==> config.mk <==
export PLATFORM = sky130hd
export DESIGN_NAME = pwm_quad
export DESIGN_NICKNAME = d
export VERILOG_FILES = /design/src/rtl/pwm_quad_pkg.sv /design/src/rtl/pwm_quad_div.sv /design/src/rtl/pwm_quad_chan.sv /design/src/rtl/pwm_quad.sv
export SDC_FILE = /design/constraint.sdc
export NUM_CORES = 1
export LEC_CHECK = 0
export ABC_AREA = 0
export BUFFER_PORTS_ARGS = -buffer_cell sky130_fd_sc_hd__buf_2
export CELL_PAD_IN_SITES_DETAIL_PLACEMENT = 0
export CELL_PAD_IN_SITES_GLOBAL_PLACEMENT = 2
export CORE_ASPECT_RATIO = 0.8
export CORE_MARGIN = 8
export CORE_UTILIZATION = 40
export DETAILED_ROUTE_END_ITERATION = 6
export PLACE_DENSITY_LB_ADDON = 0.1
export SLEW_MARGIN = 20
export SYNTH_ARGS = -nofsm -noshare
export SYNTH_HDL_FRONTEND = slang
export SYNTH_SLANG_ARGS = --single-unit
==> constraint.sdc <==
create_clock -name clk -period 4.21 [get_ports clk]
set_input_delay 0.842 -clock clk [delete_from_list [all_inputs] [get_ports clk]]
set_output_delay 0.842 -clock clk [all_outputs]
set_load 0.1 [all_outputs]
==> src/rtl/pwm_quad_pkg.sv <==
package pwm_quad_pkg;
  localparam int unsigned BUS_W     = 32;
  localparam int unsigned PRE_W     = 4;
  localparam int unsigned OFF_EN    = 'h004;
  localparam int unsigned OFF_DIS   = 'h008;
  localparam int unsigned OFF_STAT  = 'h00C;
  localparam int unsigned CH_BASE   = 'h200;
  localparam int unsigned CH_STRIDE = 'h020;
  localparam int unsigned CH_MODE   = 'h00;
  localparam int unsigned CH_IDLE   = 'h04;
  localparam int unsigned CH_PER    = 'h08;
  localparam int unsigned CH_UPD    = 'h10;

  typedef struct packed {
    logic             to_per;
    logic             inv;
    logic [PRE_W-1:0] pre;
  } mode_t;

  function automatic logic [BUS_W-1:0] mode_to_bus(mode_t m);
    logic [BUS_W-1:0] r;
    r           = '0;
    r[PRE_W-1:0] = m.pre;
    r[9]        = m.inv;
    r[10]       = m.to_per;
    return r;
  endfunction

  function automatic mode_t bus_to_mode(logic [BUS_W-1:0] w);
    mode_t m;
    m.pre    = w[PRE_W-1:0];
    m.inv    = w[9];
    m.to_per = w[10];
    return m;
  endfunction
endpackage

==> src/rtl/pwm_quad_div.sv <==
module pwm_quad_div #(
  parameter int unsigned PRE_W   = 4,
  parameter int unsigned PRE_MAX = 10
) (
  input  logic             clk,
  input  logic             rst_n,
  input  logic             run,
  input  logic [PRE_W-1:0] pre,
  output logic             tick
);
  localparam int unsigned CNT_W = (PRE_MAX > 0) ? PRE_MAX : 1;

  logic [CNT_W-1:0] cnt_q, cnt_d, lim;
  logic [PRE_W-1:0] eff;

  always_comb begin
    eff  = (pre > PRE_W'(PRE_MAX)) ? PRE_W'(PRE_MAX) : pre;
    lim  = ~({CNT_W{1'b1}} << eff);
    tick = run && (cnt_q == lim);
    if (!run || tick) cnt_d = '0;
    else              cnt_d = cnt_q + 1'b1;
  end

  always_ff @(posedge clk or negedge rst_n) begin
    if (!rst_n) cnt_q <= '0;
    else        cnt_q <= cnt_d;
  end

  // the divider stays cleared while the channel is stopped
  assert_div_idle_R7: assert property (@(posedge clk) disable iff (!rst_n)
    !run |=> (cnt_q == '0));
endmodule

==> src/rtl/pwm_quad_chan.sv <==
module pwm_quad_chan
  import pwm_quad_pkg::*;
#(
  parameter int unsigned DAT_W   = 16,
  parameter int unsigned PRE_MAX = 10
) (
  input  logic             clk,
  input  logic             rst_n,
  input  logic             run,
  input  logic             wr_mode,
  input  logic             wr_idle,
  input  logic             wr_per,
  input  logic             wr_upd,
  input  mode_t            wmode,
  input  logic [DAT_W-1:0] wdat,
  output mode_t            mode_o,
  output logic [DAT_W-1:0] idle_o,
  output logic [DAT_W-1:0] per_o,
  output logic [DAT_W-1:0] upd_o,
  output logic             pwm_o
);
  mode_t            mode_q, mode_d;
  logic [DAT_W-1:0] idle_q, idle_d, per_q, per_d, upd_q, upd_d, cnt_q, cnt_d;
  logic             pend_q, pend_d;
  logic             tick, wrap;

  pwm_quad_div #(.PRE_W(PRE_W), .PRE_MAX(PRE_MAX)) u_div (
    .clk  (clk),
    .rst_n(rst_n),
    .run  (run),
    .pre  (mode_q.pre),
    .tick (tick)
  );

  assign wrap = tick && ((per_q == '0) || (cnt_q == per_q - 1'b1));

  always_comb begin
    mode_d = mode_q;
    idle_d = idle_q;
    per_d  = per_q;
    upd_d  = upd_q;
    cnt_d  = cnt_q;
    pend_d = pend_q;
    if (wr_mode) mode_d = wmode;
    if (!run) begin
      cnt_d  = '0;
      pend_d = 1'b0;
      if (wr_idle) idle_d = wdat;
      if (wr_per)  per_d  = wdat;
      if (wr_upd) begin
        upd_d = wdat;
        if (mode_q.to_per) per_d  = wdat;
        else               idle_d = wdat;
      end
    end else begin
      if (tick) cnt_d = wrap ? '0 : cnt_q + 1'b1;
      if (wrap && pend_q) begin
        pend_d = 1'b0;
        if (mode_q.to_per) per_d  = upd_q;
        else               idle_d = upd_q;
      end
      if (wr_upd) begin
        upd_d  = wdat;
        pend_d = 1'b1;
      end
    end
  end

  always_ff @(posedge clk or negedge rst_n) begin
    if (!rst_n) begin
      mode_q <= '0;
      idle_q <= '0;
      per_q  <= '0;
      upd_q  <= '0;
      cnt_q  <= '0;
      pend_q <= 1'b0;
    end else begin
      mode_q <= mode_d;
      idle_q <= idle_d;
      per_q  <= per_d;
      upd_q  <= upd_d;
      cnt_q  <= cnt_d;
      pend_q <= pend_d;
    end
  end

  assign mode_o = mode_q;
  assign idle_o = idle_q;
  assign per_o  = per_q;
  assign upd_o  = upd_q;
  assign pwm_o  = mode_q.inv ^ (run && (cnt_q >= idle_q));

  // a running count never reaches the period
  assert_cnt_below_per_R7: assert property (@(posedge clk) disable iff (!rst_n)
    (run && (per_q != '0)) |-> (cnt_q < per_q));
  // settings of a running channel change only at a wrap
  assert_idle_hold_R10: assert property (@(posedge clk) disable iff (!rst_n)
    (run && !wrap) |=> $stable(idle_q));
  assert_per_hold_R10: assert property (@(posedge clk) disable iff (!rst_n)
    (run && !wrap) |=> $stable(per_q));
  assert_pend_drop_R10: assert property (@(posedge clk) disable iff (!rst_n)
    (run && wrap && pend_q && !wr_upd) |=> !pend_q);
endmodule

==> src/rtl/pwm_quad.sv <==
module pwm_quad
  import pwm_quad_pkg::*;
#(
  parameter int unsigned NUM_CH  = 4,
  parameter int unsigned ADDR_W  = 12,
  parameter int unsigned DAT_W   = 16,
  parameter int unsigned PRE_MAX = 10
) (
  input  logic              clk,
  input  logic              rst_n,
  input  logic [ADDR_W-1:0] addr,
  input  logic [BUS_W-1:0]  wdata,
  input  logic              wr_en,
  output logic [BUS_W-1:0]  rdata,
  output logic [NUM_CH-1:0] pwm_out
);
  localparam int unsigned OFF_W = $clog2(CH_STRIDE);

  logic [NUM_CH-1:0] run_q, run_d, ch_hit;
  logic              wr_on, wr_off;
  mode_t             ch_mode [NUM_CH];
  logic [DAT_W-1:0]  ch_idle [NUM_CH];
  logic [DAT_W-1:0]  ch_per  [NUM_CH];
  logic [DAT_W-1:0]  ch_upd  [NUM_CH];
  logic [OFF_W-1:0]  off;
  logic              unused_hi;

  assign unused_hi = ^wdata[BUS_W-1:DAT_W];
  assign off       = addr[OFF_W-1:0];
  assign wr_on     = wr_en && (addr == ADDR_W'(OFF_EN));
  assign wr_off    = wr_en && (addr == ADDR_W'(OFF_DIS));

  always_comb begin
    run_d = run_q;
    if (wr_on)  run_d = run_q | wdata[NUM_CH-1:0];
    if (wr_off) run_d = run_q & ~wdata[NUM_CH-1:0];
  end

  always_ff @(posedge clk or negedge rst_n) begin
    if (!rst_n) run_q <= '0;
    else        run_q <= run_d;
  end

  for (genvar i = 0; i < NUM_CH; i++) begin : g_ch
    localparam logic [ADDR_W-1:0] BASE_I = ADDR_W'(CH_BASE + i * CH_STRIDE);
    assign ch_hit[i] = (addr[ADDR_W-1:OFF_W] == BASE_I[ADDR_W-1:OFF_W]);

    pwm_quad_chan #(.DAT_W(DAT_W), .PRE_MAX(PRE_MAX)) u_chan (
      .clk    (clk),
      .rst_n  (rst_n),
      .run    (run_q[i]),
      .wr_mode(wr_en && ch_hit[i] && (off == OFF_W'(CH_MODE))),
      .wr_idle(wr_en && ch_hit[i] && (off == OFF_W'(CH_IDLE))),
      .wr_per (wr_en && ch_hit[i] && (off == OFF_W'(CH_PER))),
      .wr_upd (wr_en && ch_hit[i] && (off == OFF_W'(CH_UPD))),
      .wmode  (bus_to_mode(wdata)),
      .wdat   (wdata[DAT_W-1:0]),
      .mode_o (ch_mode[i]),
      .idle_o (ch_idle[i]),
      .per_o  (ch_per[i]),
      .upd_o  (ch_upd[i]),
      .pwm_o  (pwm_out[i])
    );
  end

  always_comb begin
    rdata = '0;
    if (addr == ADDR_W'(OFF_STAT)) rdata[NUM_CH-1:0] = run_q;
    for (int i = 0; i < NUM_CH; i++) begin
      if (ch_hit[i]) begin
        if (off == OFF_W'(CH_MODE)) rdata = mode_to_bus(ch_mode[i]);
        if (off == OFF_W'(CH_IDLE)) rdata = BUS_W'(ch_idle[i]);
        if (off == OFF_W'(CH_PER))  rdata = BUS_W'(ch_per[i]);
        if (off == OFF_W'(CH_UPD))  rdata = BUS_W'(ch_upd[i]);
      end
    end
  end

  // every set bit of a start write is running afterwards
  assert_start_sets_R2: assert property (@(posedge clk) disable iff (!rst_n)
    wr_on |=> ((run_q & $past(wdata[NUM_CH-1:0])) == $past(wdata[NUM_CH-1:0])));
  // every set bit of a stop write is stopped afterwards
  assert_stop_clears_R3: assert property (@(posedge clk) disable iff (!rst_n)
    wr_off |=> ((run_q & $past(wdata[NUM_CH-1:0])) == '0));
  // without a start or stop write the running set holds
  assert_run_hold_R2: assert property (@(posedge clk) disable iff (!rst_n)
    !(wr_on || wr_off) |=> $stable(run_q));
endmodule

### After elaboration in Yosys (flattened, before gate mapping)

Cells that the tools add are included.

* $add $sub $neg: 12
* order comparisons: 8
* equality and inequality tests: 38
* shifts and indexed selects: 4
* multiplexer cells: 103
* bitwise operators: 11
* reductions and logical operators: 64

Operators with widths (number)
* two-way mux 16 bit: 60
* two-way mux 32 bit: 19
* adder 16 x 1 -> 16 bit, second input constant: 4
* equality test 16 bit: 4
* greater-or-equal comparator 16 bit: 4
* logical NOT 16 bit: 4
* subtractor 16 x 1 -> 16 bit, second input constant: 4
* adder 10 x 1 -> 10 bit, second input constant: 4
* equality test 10 bit: 4
* two-way mux 10 bit: 4
* NOT 10 bit: 4
* left shift 10 x 4 -> 10 bit, first input constant: 4
* logical AND 1 bit: 38
* equality test 7 x 5 -> 1 bit, second input constant: 4
* two-way mux 4 bit: 7
* equality test 12 x 4 -> 1 bit, second input constant: 2
* != test 2 x 1 -> 1 bit, second input constant: 12
* > comparator 4 bit, second input constant: 4
* AND reduction 2 bit: 8
* equality test 12 x 3 -> 1 bit, second input constant: 1
* two-way mux 1 bit: 12
* != test 3 x 1 -> 1 bit, second input constant: 4
* two-way mux 11 bit: 1
* logical OR 1 bit: 8
* other kinds (11): 20

* register bits: 328
* input bits: 47
* output and inout port bits: 36
* word-level logic and storage cells: 277

### Depth between registers and ports, before layout

* depth after elaboration: 22
* mapped depth: 13
* gate-level depth less buffers: 10

### Cells and area by module

Synthesis repeated with hierarchy kept, for this count alone.

* cell total of the unflattened synthesis: 2768
* area, all modules: 24158.2 um^2

Modules (own cells, without submodules)
* pwm_quad_chan (g_ch[0].u_chan ...): times used 2, cells each 512, area each 4780.8 um^2, seq. area each 1776.7 um^2
* pwm_quad_chan (g_ch[2].u_chan ...): times used 2, cells each 486, area each 4433.0 um^2, seq. area each 1776.7 um^2
* pwm_quad_div: times used 4, cells each 97, area each 775.7 um^2, seq. area each 250.2 um^2
* pwm_quad: times used 1, cells each 384, area each 2627.5 um^2, seq. area each 100.1 um^2

### Worst setup path after synthesis

Ideal clock, no wire load.

* kind: input port to output port
* from: input addr[4]
* to: output rdata[14]
* arrival time: 4.670 ns
* required time: 3.368 ns
* setup slack: -1.302 ns
* stages on the path: 9
* buffers on the path: 1
* cell sequence: nor4_1 -> and2_1 -> clkbuf_1 -> a222oi_1 -> nor3_1 -> a311oi_1 -> a211oi_1 -> a21oi_1 -> o21ai_0

* cells in the longest elaborated chain, start to end: 20
* elaborated cells between the ends (all ways): 23
* those cells by class: eq/ne: 3; mux: 19; reduce/logical: 1

RTL lines
* start, declared: RTL line pwm_quad.sv:11 `input logic [ADDR_W-1:0] addr,`
* equality test 5 x 3 -> 1 bit: RTL line pwm_quad.sv:72 `if (off == OFF_W'(CH_IDLE)) rdata = BUS_W'(ch_idle[i]);`
* two-way mux 32 bit: RTL line pwm_quad.sv:72
* two-way mux 32 bit: RTL line pwm_quad.sv:73 `if (off == OFF_W'(CH_PER)) rdata = BUS_W'(ch_per[i]);`
* two-way mux 32 bit: RTL line pwm_quad.sv:74 `if (off == OFF_W'(CH_UPD)) rdata = BUS_W'(ch_upd[i]);`
* two-way mux 32 bit: RTL line pwm_quad.sv:70 `if (ch_hit[i]) begin`
* two-way mux 32 bit: RTL line pwm_quad.sv:71 `if (off == OFF_W'(CH_MODE)) rdata = mode_to_bus(ch_mode[i]);`
* two-way mux 32 bit: RTL line pwm_quad.sv:72
* two-way mux 32 bit: RTL line pwm_quad.sv:73
* [... 4 more ...]
* two-way mux 32 bit: RTL line pwm_quad.sv:73
* two-way mux 32 bit: RTL line pwm_quad.sv:74
* two-way mux 32 bit: RTL line pwm_quad.sv:70
* two-way mux 32 bit: RTL line pwm_quad.sv:71
* two-way mux 32 bit: RTL line pwm_quad.sv:72
* two-way mux 32 bit: RTL line pwm_quad.sv:73
* two-way mux 32 bit: RTL line pwm_quad.sv:74
* two-way mux 32 bit (*): RTL line pwm_quad.sv:70
* end, declared: RTL line pwm_quad.sv:14 `output logic [BUS_W-1:0] rdata,`

Every way passes the cells marked *; elsewhere a longest branch is shown, timed or not.

### Final worst setup path

* from: input addr[4]
* to: output rdata[10]

* cells in the longest elaborated chain, start to end: 21
* elaborated cells between the ends (all ways): 24
* those cells by class: eq/ne: 3; mux: 20; reduce/logical: 1

RTL lines (RTL line)
* logical NOT 5 bit: pwm_quad.sv:71
* two-way mux 11 bit: pwm_quad.sv:71
* two-way mux 32 bit: pwm_quad.sv:72
* two-way mux 32 bit: pwm_quad.sv:73
* two-way mux 32 bit: pwm_quad.sv:74
* two-way mux 32 bit: pwm_quad.sv:70
* two-way mux 32 bit: pwm_quad.sv:71
* two-way mux 32 bit: pwm_quad.sv:72
* [... 5 more ...]
* two-way mux 32 bit: pwm_quad.sv:73
* two-way mux 32 bit: pwm_quad.sv:74
* two-way mux 32 bit: pwm_quad.sv:70
* two-way mux 32 bit: pwm_quad.sv:71
* two-way mux 32 bit: pwm_quad.sv:72
* two-way mux 32 bit: pwm_quad.sv:73
* two-way mux 32 bit: pwm_quad.sv:74
* two-way mux 32 bit (*): pwm_quad.sv:70

Marks and branches as above.

==> flow_summary.toml <==
[timing]
tightest_slew_ns = 1.11
finalWorstSetupSlack_ns = 0.0908
post-route-period-util_pct = 97.8
slew_headroom_pct = 25.7
fin_skew_ns = 0.00982
fin_setup_tns_ns = 0
hold_viol_final = 0
rsz0062_at_grt = "false"
drv_slew = 0
fmax_mhz = 243
setup_viol = 0
period_needed_ns = 4.12

[logic_synthesis]
synth_top_area_share_pct = 35.2
synthTopCellsByArea = "dfrtp_1 35%, mux2_2 4.6%, ha_1 4.1%"
synth-async-reset-ratio_pct = 100
synthDistinctLibCells = 98
synth_commonest_cells = "328 x dfrtp_1, 229 x nor2_1, 186 x clkbuf_1, 118 x a211oi_1, 118 x inv_1"
syn_inst = 2658
yosysWarnings = 0
synth_edf_count = 0
synth_most_common_cell = "dfrtp_1"
synth_ff_type = "dfrtp_1"
yosysSeqAreaShare_pct = 35.2
syn_area_per_cell_um2 = 8.77
synth.cell_area_mm2 = 0.0233
synth_top_area_cell = "dfrtp_1"
ys_ff_latch = 328

[cells_and_area]
fill_cells = 5707
fin_area_mm2 = 0.0261
stdcell_count = 3423
syn_to_final_growth_pct = 12.0
layout-drive-gt1-share_pct = 14.5
layout.nets = 2751
multiInputGateArea_mm2 = 0.0138
seqCellArea_mm2 = 0.00821

[global_route]
grt_pass1_wl_um = 129000
track_usage_pct = 24.9
grt_pass1_vias = 20100
gr-total-overflow = 0
grt_max_degree = 85
antenna_found_initial = 2

[die]
start_util_pct = 40.3
core_mm2 = 0.0579
num_rows = 79
io_pins = 83
die_area_mm2 = 0.0663
die_w_um = 286
die_y_um = 232

[worst_hold_path]
hold_path_class = "in2async"

[drt]
ant_nets = 0
finalWirelength_um = 84900
wl_per_cell_um = 24.8
dr.pass1.iters = 6
vias = 21300
drtIter0Drc = 2054
remaining_drc_errors = 0
vias_per_cell = 6.22

[critical_path]
path_max_fanout = 25
r2r_setup_slack_ns = 0.58
r2r_end = "g_ch[3].u_chan.per_o[1]"
path_class = "in2out"
end_kind = "output pin"
r2r_start = "g_ch[3].u_chan.per_o[5]"
arrival_ns = 3.28
worstRegToRegCells = 9
required_ns = 3.37
worstSetupStartpointType = "primary input"

[clock_network]
clkLatencyLatePin_ns = 0.57
tritoncts = "built"
root_buffer = "clkbuf_16"
path_clk_slew_ns = 0.06
clockBufferDepth = 3
clock-sinks = 328
cts_max_level = 2
numCtsBuffers = 40
cts_setup_buffers = 0
cts_hold_buf = 0

[power]
p_per_area_mw_per_mm2 = 346
power.total_w = 0.00904
p_leak_nw = 11.4
ir_worst_vdd_v = 0.000267

[placement]
post-place-ws_ns = 0.0964
placed_cells = 3355
gp_congestion = 0.906
place_area_mm2 = 0.0248
portBuffers = 50
hpwl_um = 59100

[flow_run]
drv_cap = 0

[run_status]
status = "finished clean"
-- final cells by class --
class	instances	area share, %
Multi-Input combinational cell	1984	52.9
Sequential cell	328	31.5
Timing Repair Buffer	156	5.54
Clock buffer	61	4.56
Tap cell	769	3.69
Inverter	118	1.70
Clock inverter	6	0.115
Antenna cell	1	0.00959
-- logic make-up (layout without fill, tap and decap cells) --
family	count (synthesis)	count (layout)	synth area share (%)
AND/OR/NAND/NOR	854	854	19.1
AO/OA/AOI/OAI	743	743	22.4
buffers and inverters	361	341	6.55
flip-flops	328	328	35.2
multiplexers	173	173	7.94
XOR/XNOR	122	122	4.70
adder cells (fa/ha/maj)	76	76	4.08
other	1	17	0.0161
-- critical path, stage by stage --
cell     delay (ns)
buf_2          0.14
buf_4          0.19
nor3b_1        0.15
and2_2         0.29
buf_12         0.20
a22oi_1        0.29
o21ai_0        0.37
a221o_1        0.55
buf_12         0.21
-- worst max-delay path by stage --
stage / start / end / slack [ns]
after floorplan: addr[4] / rdata[14] / -0.33
after global placement: addr[7] / rdata[15] / 0.08
after detailed placement: addr[7] / rdata[15] / 0.1
after CTS: g_ch[0].u_chan.cnt_q[0] / pwm_out[0] / 0.008
after global routing: g_ch[3].u_chan.cnt_q[0] / pwm_out[3] / 0.02
final: addr[4] / rdata[10] / 0.09
-- timing repair --
item | 4_1_cts | 5_1_grt
endpoints found under the setup margin | 3 | 7
gates resized for setup | 3 | 12
pin swaps | 0 | 0
-- metrics by stage --
stage               hold slack (ns)  utilization (%)
floorplan                     0.475                -
global placement              0.507             42.9
detailed placement            0.514             42.9
CTS                           0.268             45.0
global route                  0.301             45.1
finish                        0.248             45.1
-- power by group --
group          total (W)  internal [W]  switching (W)  leakage, nW
registers        0.00357       0.00330       0.000271         4.15
clock network    0.00338       0.00193        0.00145        0.606
logic            0.00208      0.000737        0.00134         6.63
-- routing by layer --
metal / routed length (um) / global-route usage, % / vias up
met5: 0 / 0 / -
met4: 2110 / 7.15 / 0
met3: 6030 / 4.95 / 118
met2: 35800 / 35.9 / 696
met1: 41000 / 37.3 / 10700
li1: - / - / 9837
-- flip-flops by register name, summed over array words and instances, names as in the netlist, named ones only --
register                 flops
g_ch.u_chan.per_o           64
g_ch.u_chan.cnt_q           64
g_ch.u_chan.pend_q           4
g_ch.u_chan.mode_o          24
g_ch.u_chan.idle_o          64
g_ch.u_chan.upd_o           64
g_ch.u_chan.u_div.cnt_q     40
-- placed cells by master, fill, tap and decap left out, types with 22 or more instances in the layout --
| master | count |
|---|---|
| and3_1 | 51 |
| dfrtp_1 | 325 |
| o31ai_1 | 53 |
| a31oi_1 | 73 |
| a21o_1 | 36 |
| xnor2_1 | 66 |
| o22ai_1 | 23 |
| buf_12 | 26 |
| nor2b_1 | 41 |
| nor2_1 | 228 |
| xor2_1 | 54 |
| buf_4 | 97 |
| a311oi_1 | 28 |
| nand4_1 | 46 |
| mux2_2 | 95 |
| nand2b_1 | 35 |
| clkbuf_16 | 41 |
| a22oi_1 | 24 |
| nand3_1 | 72 |
| ha_1 | 76 |
| mux2i_1 | 78 |
| nor3_1 | 93 |
| inv_1 | 117 |
| nand2_1 | 110 |
| a21oi_1 | 114 |
| a211oi_1 | 116 |
| a221oi_1 | 28 |
| buf_2 | 29 |
| or2_2 | 22 |
| nor4_1 | 45 |
| o21ai_0 | 91 |
Note: power is estimated with default switching activity, not from simulation.
